$ cat src/rtl/rhb_pkg.sv
package rhb_pkg;
  typedef enum logic [1:0] {
    ST_IDLE   = 2'd0,
    ST_SQUASH = 2'd1,
    ST_COMMIT = 2'd2
  } walkState_t;

  typedef struct packed {
    logic pushEn;
    logic popYoung;
    logic popOld;
  } rhbStrobe_t;
endpackage

$ cat src/rtl/rhb_store.sv
module rhb_store
  import rhb_pkg::*;
#(
  parameter int DEPTH  = 8,
  parameter int SEQ_W  = 8,
  parameter int ARCH_W = 5,
  parameter int PHYS_W = 6
) (
  input  logic              clk,
  input  logic              rstN,
  input  rhbStrobe_t        strobe,
  input  logic [SEQ_W-1:0]  insSeq,
  input  logic [ARCH_W-1:0] insArch,
  input  logic [PHYS_W-1:0] insNew,
  input  logic [PHYS_W-1:0] insPrev,
  output logic [SEQ_W-1:0]  youngSeq,
  output logic [SEQ_W-1:0]  oldSeq,
  output logic              empty,
  output logic              full,
  output logic              mapWrEn,
  output logic [ARCH_W-1:0] mapWrArch,
  output logic [PHYS_W-1:0] mapWrPhys,
  output logic              freeEn,
  output logic [PHYS_W-1:0] freePhys
);
  localparam int PTR_W = (DEPTH > 1) ? $clog2(DEPTH) : 1;
  localparam logic [PTR_W:0] FULL_CNT = (PTR_W+1)'(DEPTH);

  logic [SEQ_W-1:0]  seqMem  [DEPTH];
  logic [ARCH_W-1:0] archMem [DEPTH];
  logic [PHYS_W-1:0] newMem  [DEPTH];
  logic [PHYS_W-1:0] prevMem [DEPTH];

  logic [PTR_W:0]   headPtr, tailPtr, occCount;
  logic [PTR_W:0]   tailLast;
  logic [PTR_W-1:0] youngIdx, oldIdx, wrIdx;

  assign occCount = tailPtr - headPtr;
  assign empty    = (occCount == '0);
  assign full     = (occCount == FULL_CNT);
  assign tailLast = tailPtr - 1'b1;
  assign youngIdx = tailLast[PTR_W-1:0];
  assign oldIdx   = headPtr[PTR_W-1:0];
  assign wrIdx    = tailPtr[PTR_W-1:0];

  always_ff @(posedge clk) begin
    if (!rstN) begin
      headPtr <= '0;
      tailPtr <= '0;
    end else begin
      if (strobe.pushEn)        tailPtr <= tailPtr + 1'b1;
      else if (strobe.popYoung) tailPtr <= tailPtr - 1'b1;
      if (strobe.popOld)        headPtr <= headPtr + 1'b1;
    end
  end

  for (genvar g = 0; g < DEPTH; g++) begin : gEntry
    always_ff @(posedge clk) begin
      if (strobe.pushEn && (wrIdx == PTR_W'(g))) begin
        seqMem[g]  <= insSeq;
        archMem[g] <= insArch;
        newMem[g]  <= insNew;
        prevMem[g] <= insPrev;
      end
    end
  end

  assign youngSeq  = seqMem[youngIdx];
  assign oldSeq    = seqMem[oldIdx];
  assign mapWrEn   = strobe.popYoung;
  assign mapWrArch = archMem[youngIdx];
  assign mapWrPhys = prevMem[youngIdx];
  assign freeEn    = strobe.popYoung | strobe.popOld;
  assign freePhys  = strobe.popYoung ? newMem[youngIdx] : prevMem[oldIdx];

  assert_no_push_full_R2: assert property (@(posedge clk) disable iff (!rstN)
    strobe.pushEn |-> !full);
  assert_no_pop_empty_R3: assert property (@(posedge clk) disable iff (!rstN)
    (strobe.popYoung || strobe.popOld) |-> !empty);
  assert_one_direction_R8: assert property (@(posedge clk) disable iff (!rstN)
    $onehot0({strobe.popYoung, strobe.popOld}));
  assert_occupancy_bound_R2: assert property (@(posedge clk) disable iff (!rstN)
    occCount <= FULL_CNT);
endmodule

$ cat src/rtl/rhb_ctrl.sv
module rhb_ctrl
  import rhb_pkg::*;
#(
  parameter int SEQ_W = 8
) (
  input  logic             clk,
  input  logic             rstN,
  input  logic             insValid,
  input  logic             sqValid,
  input  logic [SEQ_W-1:0] sqSeq,
  input  logic             flushValid,
  input  logic             cmValid,
  input  logic [SEQ_W-1:0] cmSeq,
  input  logic [SEQ_W-1:0] youngSeq,
  input  logic [SEQ_W-1:0] oldSeq,
  input  logic             empty,
  input  logic             full,
  output rhbStrobe_t       strobe,
  output logic             busy
);
  walkState_t       state, nxtState;
  logic [SEQ_W-1:0] tgtSeq, nxtTgt;
  logic             flushAll, nxtAll;
  logic             canYoung, canOld;

  function automatic logic isYounger(input logic [SEQ_W-1:0] a, input logic [SEQ_W-1:0] b);
    logic [SEQ_W-1:0] diff;
    diff = a - b;
    return (diff != '0) && !diff[SEQ_W-1];
  endfunction

  assign canYoung = !empty && (flushAll || isYounger(youngSeq, tgtSeq));
  assign canOld   = !empty && !isYounger(oldSeq, tgtSeq);
  assign busy     = (state != ST_IDLE);

  always_comb begin
    nxtState = state;
    nxtTgt   = tgtSeq;
    nxtAll   = flushAll;
    strobe   = '0;
    strobe.pushEn = insValid && !full && (state != ST_SQUASH) && !sqValid && !flushValid;
    case (state)
      ST_SQUASH: begin
        if (canYoung) strobe.popYoung = 1'b1;
        else          nxtState = ST_IDLE;
      end
      default: begin
        if (flushValid) begin
          nxtState = ST_SQUASH;
          nxtAll   = 1'b1;
        end else if (sqValid) begin
          nxtState = ST_SQUASH;
          nxtTgt   = sqSeq;
          nxtAll   = 1'b0;
        end else if (state == ST_COMMIT) begin
          if (canOld) strobe.popOld = 1'b1;
          else        nxtState = ST_IDLE;
        end else if (cmValid) begin
          nxtState = ST_COMMIT;
          nxtTgt   = cmSeq;
          nxtAll   = 1'b0;
        end
      end
    endcase
  end

  always_ff @(posedge clk) begin
    if (!rstN) begin
      state    <= ST_IDLE;
      tgtSeq   <= '0;
      flushAll <= 1'b0;
    end else begin
      state    <= nxtState;
      tgtSeq   <= nxtTgt;
      flushAll <= nxtAll;
    end
  end

  assert_commit_yields_R8: assert property (@(posedge clk) disable iff (!rstN)
    (sqValid || flushValid) |-> !strobe.popOld);
  assert_pop_while_busy_R11: assert property (@(posedge clk) disable iff (!rstN)
    (strobe.popYoung || strobe.popOld) |-> busy);
  assert_quiet_last_cycle_R11: assert property (@(posedge clk) disable iff (!rstN)
    $fell(busy) |-> $past(!(strobe.popYoung || strobe.popOld)));
  assert_no_insert_in_squash_R2: assert property (@(posedge clk) disable iff (!rstN)
    strobe.popYoung |-> !strobe.pushEn);
endmodule

$ cat src/rtl/rename_hist_buf.sv
module rename_hist_buf
  import rhb_pkg::*;
#(
  parameter int DEPTH  = 8,
  parameter int SEQ_W  = 8,
  parameter int ARCH_W = 5,
  parameter int PHYS_W = 6
) (
  input  logic              clk,
  input  logic              rstN,
  input  logic              insValid,
  input  logic [SEQ_W-1:0]  insSeq,
  input  logic [ARCH_W-1:0] insArch,
  input  logic [PHYS_W-1:0] insNew,
  input  logic [PHYS_W-1:0] insPrev,
  input  logic              sqValid,
  input  logic [SEQ_W-1:0]  sqSeq,
  input  logic              flushValid,
  input  logic              cmValid,
  input  logic [SEQ_W-1:0]  cmSeq,
  output logic              full,
  output logic              empty,
  output logic              busy,
  output logic              mapWrEn,
  output logic [ARCH_W-1:0] mapWrArch,
  output logic [PHYS_W-1:0] mapWrPhys,
  output logic              freeEn,
  output logic [PHYS_W-1:0] freePhys
);
  rhbStrobe_t       strobe;
  logic [SEQ_W-1:0] youngSeq, oldSeq;

  rhb_ctrl #(.SEQ_W(SEQ_W)) u_ctrl (
    .clk(clk), .rstN(rstN), .insValid(insValid),
    .sqValid(sqValid), .sqSeq(sqSeq), .flushValid(flushValid),
    .cmValid(cmValid), .cmSeq(cmSeq),
    .youngSeq(youngSeq), .oldSeq(oldSeq), .empty(empty), .full(full),
    .strobe(strobe), .busy(busy)
  );

  rhb_store #(.DEPTH(DEPTH), .SEQ_W(SEQ_W), .ARCH_W(ARCH_W), .PHYS_W(PHYS_W)) u_store (
    .clk(clk), .rstN(rstN), .strobe(strobe),
    .insSeq(insSeq), .insArch(insArch), .insNew(insNew), .insPrev(insPrev),
    .youngSeq(youngSeq), .oldSeq(oldSeq), .empty(empty), .full(full),
    .mapWrEn(mapWrEn), .mapWrArch(mapWrArch), .mapWrPhys(mapWrPhys),
    .freeEn(freeEn), .freePhys(freePhys)
  );

  assert_restore_frees_R3: assert property (@(posedge clk) disable iff (!rstN)
    mapWrEn |-> freeEn);
  assert_empty_not_full_R1: assert property (@(posedge clk) disable iff (!rstN)
    !(empty && full));
endmodule

$ cat config.mk
export PLATFORM = sky130hd
export DESIGN_NAME = rename_hist_buf
export DESIGN_NICKNAME = d
export VERILOG_FILES = /design/src/rtl/rhb_pkg.sv /design/src/rtl/rhb_store.sv /design/src/rtl/rhb_ctrl.sv /design/src/rtl/rename_hist_buf.sv
export SDC_FILE = /design/constraint.sdc
export NUM_CORES = 1
export LEC_CHECK = 0
export ABC_AREA = 1
export BUFFER_PORTS_ARGS = -buffer_cell sky130_fd_sc_hd__buf_2
export CORE_UTILIZATION = 30
export DETAILED_ROUTE_END_ITERATION = 10
export SLEW_MARGIN = 20
export SYNTH_ARGS = -nofsm -noshare
export SYNTH_HDL_FRONTEND = slang
export SYNTH_SLANG_ARGS = --single-unit
$ cat constraint.sdc
create_clock -name clk -period 13.9 [get_ports clk]
set_input_delay 2.085 -clock clk [delete_from_list [all_inputs] [get_ports clk]]
set_output_delay 2.085 -clock clk [all_outputs]
set_load 0.05 [all_outputs]
==> results.sh, run 1 <==
export IMPL_status="completed"
export IMPL_finalCriticalPeriod_ps=7970
export IMPL_ant_nets=0
export IMPL_htreeDepth=1
export IMPL_postLayoutCellArea_um2=12400
export IMPL_rr_worst_depth=22
export IMPL_grt_ovfl_total=0
export IMPL_crit_buf_inv=5
export IMPL_root_buffer="clkbuf_16"
export IMPL_clkTransAtPathRegs_ps=60
export IMPL_post_cts_resized=0
export IMPL_cpMostUsedCell="nand2_1"
export IMPL_clock_sinks=222
export IMPL_routed_wirelength_mm=28.4
export IMPL_die_h_um=192
export IMPL_drv_slew=0
export IMPL_async_flop_share=0
export IMPL_grt_antenna_before_repair=2
export IMPL_cpMaxStageDelayCell="inv_2"
export IMPL_yosys_warnings=0
export IMPL_dieArea_um2=37000
export IMPL_setup_viol=0
export IMPL_ys_seq_area_frac=0.593
export IMPL_drtIter0Drc=720
export IMPL_rows=69
export IMPL_grt_pass1_vias=7658
export IMPL_hold_worst_slack_ps=483
export IMPL_fmax_mhz=125
export IMPL_cp_top_family="buffers and inverters"
export IMPL_fin_tns_setup_ps=0
export IMPL_hold_buffers=0
export IMPL_max_cap_violations=0
export IMPL_crit_fanout=59
export IMPL_cts_buffers=24
export IMPL_portBuffers=68
export IMPL_drive_gt1_frac=0.125
export IMPL_path_cells="clkinv_2 > ha_2 > buf_4 > inv_2 > a21oi_1 > o21ai_0 > o211ai_1 > nand2_1 > ha_1 > fa_1 > inv_1 > nand3_1 > nand3_1 > nand2_1 > nor2_1 > nand3b_1 > nand2_1 > nand2_2 > nand2_4 > nor2_1 > a31oi_1 > buf_2"
export IMPL_cp_data_arrival_time_ps=5890
export IMPL_rsz0062_at_grt="false"
export IMPL_fin_nets=1239
export IMPL_hold_violations=0
export IMPL_core_area_um2=35600
export IMPL_grt_usage=0.153
export IMPL_drt_pass1_iterations=5
export IMPL_synth_nets=1193
export IMPL_grt_pass1_wl_mm=43.4
export IMPL_peakVddDrop_v=0.000282
export IMPL_hold_path_class="reg -> reg"
export IMPL_max_slew_margin=0.336
export IMPL_insertion_delay_ps=540
export IMPL_critPathKind="reg -> out"
export IMPL_power_mw=2.95
export IMPL_slowest_delay_ps=580
export IMPL_dieWidth_um=192
export IMPL_hold_depth=2
export IMPL_placed_area_um2=11700
export IMPL_vias=8260
export IMPL_wl_per_cell_um=17.3
export IMPL_power_density_nw_per_um2=238
export IMPL_gp_congestion=0.854
export IMPL_cp_required_ps=11810
export IMPL_end_kind="output port"
export IMPL_timing_rr_start="u_store.tailPtr[0]"
export IMPL_fin_crit_sh=0.574
export IMPL_hpwl_mm=16.6
export IMPL_clk_path_buf_depth=3
export IMPL_worst_clock_skew_ps=23.6
export IMPL_r2r_slack_ps=8650
export IMPL_grt_max_degree=94
export IMPL_cp_start_kind="flip-flop"
export IMPL_cts_tree="done"
export IMPL_initial_core_util=0.306
export IMPL_drc_errors=0
export IMPL_synthToLayoutAreaGrowth_pct=13.7
export IMPL_post_cts_buffers=0
export IMPL_synthFlopType="edfxtp_1"
export IMPL_rr_endpoint="u_store.tailPtr[0]"
export IMPL_p_leak_nw=4.74
export IMPL_via_per_inst=5.02
export IMPL_synth_area_um2=10900
export IMPL_min_to="u_ctrl.flushAll"
export IMPL_min_from="u_ctrl.flushAll"
export IMPL_synth_seq_cells=222
export IMPL_io_pins=69
export IMPL_avgSynthCellArea_um2=9.71
export IMPL_synth_distinct_cells=36
export IMPL_postSynthCellCount=1119
export IMPL_synth_edff_count=200
export IMPL_worstMarginPinSlew_ps=996
[cell type report]
type / instances / area, um2
Inverter: 120 / 457
Sequential cell: 222 / 6450
Timing Repair Buffer: 82 / 445
Antenna cell: 2 / 5.00
Clock buffer: 30 / 623
Fill cell: 3619 / 23200
Clock inverter: 13 / 76.3
Tap cell: 461 / 577
Multi-Input combinational cell: 715 / 3720
[power by group]
group	switching [mW]	internal [mW]	total, mW
Sequential	0.0207	0.760	0.781
Combinational	1.14	0.451	1.59
Clock	0.253	0.318	0.570
[how the worst max path moves through the flow]
stage          cells after the start          startpoint          end
2_1_floorplan                     24  u_store.tailPtr[0]  freePhys[0]
3_3_place_gp                      21  u_store.tailPtr[0]  freePhys[0]
3_5_place_dp                      21  u_store.tailPtr[0]  freePhys[0]
4_1_cts                           21  u_store.tailPtr[0]  freePhys[0]
5_1_grt                           22  u_store.tailPtr[0]  freePhys[0]
6_report                          22  u_store.tailPtr[0]  freePhys[0]
[registers in the layout, summed over array words and instances, names as in the netlist, named ones only]
| name | flops |
|---|---|
| u_ctrl.tgtSeq | 8 |
| u_store.seqMem | 64 |
| u_store.archMem | 40 |
| u_store.headPtr | 4 |
| u_store.tailPtr | 4 |
| u_ctrl.state | 2 |
| u_store.prevMem | 48 |
| u_store.newMem | 48 |
| u_ctrl.flushAll | 1 |
[cells in the final DEF (no fill, tap or decap), types with 2 or more instances in the layout]
cell	count
xnor2_1	5
dfxtp_1	20
nand2_4	3
clkbuf_1	6
o22ai_1	5
buf_4	14
o21ai_0	133
fa_1	2
clkinvlp_4	3
inv_2	4
dfxtp_2	2
edfxtp_1	200
a21oi_1	121
nor2_2	5
nand3_2	2
nand3b_1	2
ha_1	24
diode_2	2
buf_2	68
nor3_2	3
clkbuf_16	24
inv_1	113
nand2_2	3
nand4_1	8
o211ai_1	13
nand2_1	163
clkinv_1	6
a221oi_1	12
clkinv_2	4
nor2_1	99
a31oi_1	27
inv_4	2
xor2_1	4
or2_2	7
nand3_1	65
[synth_stat cells, types with 13 or more instances]
cell type    n  area share
edfxtp_1   200        0.55
a31oi_1     27       0.016
inv_1      114       0.039
ha_1        25       0.029
nor2_1     104       0.036
buf_2       15      0.0069
dfxtp_1     22       0.041
o211ai_1    13      0.0090
a21oi_1    121       0.056
nand2_1    163       0.056
o21ai_0    133       0.061
nand3_1     65       0.030
clkbuf_1    40       0.014
[worst reg2reg max path: stages, from the launching register on]
cell	delay, ps
dfxtp_2	330
clkinv_2	450
ha_2	550
buf_4	560
inv_2	630
a21oi_1	290
o21ai_0	110
o211ai_1	120
nand2_1	80
ha_1	210
fa_1	440
inv_1	100
nand3_1	90
a21o_1	190
nand2_1	60
nor2_1	40
nand3b_1	70
nand2_1	70
nand2_2	80
nand2_4	220
nand2_1	190
nand2_1	70
a21oi_1	200
[layer usage]
metal,GRT usage,wire (um),vias to the layer above
li1,-,-,4014
met1,0.203,12300,3911
met2,0.250,13300,273
met3,0.0262,1900,62
met4,0.0551,972,0
met5,0,0,-
[metrics by stage]
stage / util / setup WS, ps / std cells
6_report: 0.347 / 5930 / 1645
5_1_grt: 0.347 / 5510 / 1644
4_1_cts: 0.347 / 5910 / 1643
3_5_place_dp: 0.328 / 6500 / 1600
3_3_place_gp: 0.328 / 6640 / 1600
2_1_floorplan: - / 7080 / 1119
[kinds of logic after synthesis]
family / synth area share
AO/OA/AOI/OAI: 0.157
XOR/XNOR: 0.00725
flip-flops: 0.593
adder cells (fa/ha/maj): 0.0325
AND/OR/NAND/NOR: 0.143
buffers and inverters: 0.0671
Note: power is estimated with default switching activity, not from simulation.
==> run 2: changes to the inputs <==
==> constraint.sdc (replaced) <==
create_clock -name clk -period 6.4 [get_ports clk]
set_input_delay 0.96 -clock clk [delete_from_list [all_inputs] [get_ports clk]]
set_output_delay 0.96 -clock clk [all_outputs]
set_load 0.05 [all_outputs]
==> run 2 against run 1 <==
Sequential share of layout area shrank 0.64 points. Global-route usage rose by 0.30 points. Worst setup slack got worse by 5400 ps. Sequential power grew 120%. Register-to-register slack worse by 6500 ps. Power is 130% higher. Via count decreased by 0.59%. Utilization up 0.43 points. Critical endpoint is now freePhys[1]. Sequential cell count unchanged. First-iteration DRC count down 11%. Cell count increased by 0.12%. Clock power rose to 2.6 times the previous value.
==> results.sh, run 2 (synthesis gave the netlist of run 1 again) <==
export IMPL_fin_cells=1647
export IMPL_largest_register="u_store.seqMem"
export IMPL_end_kind="output port"
export IMPL_status="completed"
export IMPL_hpwl_mm=17.7
export IMPL_fmax_mhz=171
export IMPL_fin_nets=1240
export IMPL_initial_core_util=0.306
export IMPL_peakVddDrop_v=0.000405
export IMPL_rsz0062_at_grt="false"
export IMPL_final_common_cell="edfxtp_1"
export IMPL_grt_pass1_vias=7639
export IMPL_post_cts_resized=0
export IMPL_setup_viol=0
export IMPL_crit_buf_inv=4
export IMPL_drc_errors=0
export IMPL_p_leak_nw=4.81
export IMPL_portBuffers=68
export IMPL_cts_buffers=25
export IMPL_clkTransAtPathRegs_ps=60
export IMPL_crit_fanout=34
export IMPL_max_slew_margin=0.312
export IMPL_grt_usage=0.156
export IMPL_cpMostUsedCell="nand2_1"
export IMPL_grt_max_degree=116
export IMPL_dieWidth_um=192
export IMPL_fin_tns_setup_ps=0
export IMPL_final_cell_mix="200 x edfxtp_1, 163 x nand2_1, 133 x o21ai_0, 121 x a21oi_1, 113 x inv_1"
export IMPL_vias=8211
export IMPL_cp_top_family="adder cells"
export IMPL_power_mw=6.67
export IMPL_hold_buffers=0
export IMPL_top_regs="u_store.seqMem: 64 flops, u_store.newMem: 48 flops, u_store.prevMem: 48 flops"
export IMPL_rows=69
export IMPL_cts_tree="done"
export IMPL_drtIter0Drc=638
export IMPL_grt_pass1_wl_mm=43.9
export IMPL_via_per_inst=4.99
export IMPL_path_cells="inv_1 > ha_2 > inv_2 > a21oi_1 > o21ai_0 > o211ai_1 > nand2_1 > ha_1 > fa_1 > inv_1 > nand4_1 > nand3_1 > nand2_1 > nand2_1 > nand3b_1 > nand2_1 > nand2_2 > nand2_4 > nor2_1 > a31oi_1 > buf_2"
export IMPL_hold_violations=0
export IMPL_fin_crit_sh=0.912
export IMPL_ant_nets=0
export IMPL_clock_sinks=222
export IMPL_nFillCells=3561
export IMPL_cpMaxStageDelayCell="ha_2"
export IMPL_worstMarginPinSlew_ps=1030
export IMPL_drt_pass1_iterations=7
export IMPL_clk_path_buf_depth=3
export IMPL_synthToLayoutAreaGrowth_pct=15.1
export IMPL_power_density_nw_per_um2=533
export IMPL_insertion_delay_ps=540
export IMPL_wl_per_cell_um=17.6
export IMPL_critPathKind="reg -> out"
export IMPL_drive_gt1_frac=0.132
export IMPL_cp_data_arrival_time_ps=4870
export IMPL_gp_congestion=0.824
export IMPL_core_area_um2=35600
export IMPL_routed_wirelength_mm=29.0
export IMPL_r2r_slack_ps=2110
export IMPL_grt_antenna_before_repair=1
export IMPL_worst_clock_skew_ps=11.9
export IMPL_htreeDepth=1
export IMPL_cp_required_ps=5440
export IMPL_max_cap_violations=0
export IMPL_hold_path_class="reg -> reg"
export IMPL_post_cts_buffers=0
export IMPL_dieArea_um2=37000
export IMPL_root_buffer="clkbuf_16"
export IMPL_finalCriticalPeriod_ps=5830
export IMPL_drv_slew=0
export IMPL_die_h_um=192
export IMPL_grt_ovfl_total=0
export IMPL_cp_start_kind="flip-flop"
export IMPL_slowest_delay_ps=860
export IMPL_io_pins=69
export IMPL_largest_reg_flops=64
export IMPL_place_inst=1600
-- run 2: changes by cell type in the layout (fill, tap and decap cells not counted), sizes merged --
cell	previous run	this run
clkbuf	30	26
bufinv	0	4
clkinvlp	3	4
inv	119	121
diode	2	1
-- run 2: path summary, 6_finish.rpt --
path / startpoint / endpoint / depth (start not counted)
worst max-delay path: u_store.tailPtr[1] / freePhys[1] / 21
worst min-delay path: u_ctrl.flushAll / u_ctrl.flushAll / 2
worst max register to register: u_store.tailPtr[1] / u_ctrl.state[0] / 22
worst min register to register: u_ctrl.flushAll / u_ctrl.flushAll / 2
-- run 2: metal layers --
metal / GRT usage / wire, um / vias to the layer above
met2: 0.254 / 13400 / 287
met4: 0.0482 / 694 / 0
met5: 0 / 0 / -
met1: 0.209 / 12900 / 3864
met3: 0.0307 / 1970 / 45
li1: - / - / 4015
-- run 2: area by class of cell --
cell class,instances,area [um2],area share
Clock inverter,20,221,0.0177
Antenna cell,1,2.50,0.000200
Tap cell,461,577,0.0461
Clock buffer,26,629,0.0503
Inverter,120,457,0.0365
Multi-Input combinational cell,715,3720,0.298
Timing Repair Buffer,82,449,0.0359
Sequential cell,222,6450,0.516
-- run 2: worst min-delay path: stages (launching register included) --
cell and delay [ps]:
dfxtp_1 320, nand3_1 80, a21oi_1 50
-- run 2: where the power goes --
part	switching, mW	internal (mW)	total, mW
logic	2.50	0.990	3.49
registers	0.0450	1.65	1.70
clock network	0.601	0.882	1.48
total	3.14	3.52	6.67
-- run 2: metrics by stage --
stage,util,worst slack (ps),hold slack [ps],instance area [um2]
6_report,0.352,565,491,12500
5_1_grt,0.352,216,535,12500
4_1_cts,0.352,562,499,12500
3_5_place_dp,0.328,1130,491,11700
3_3_place_gp,0.328,1220,480,11700
2_1_floorplan,-,710,457,10900
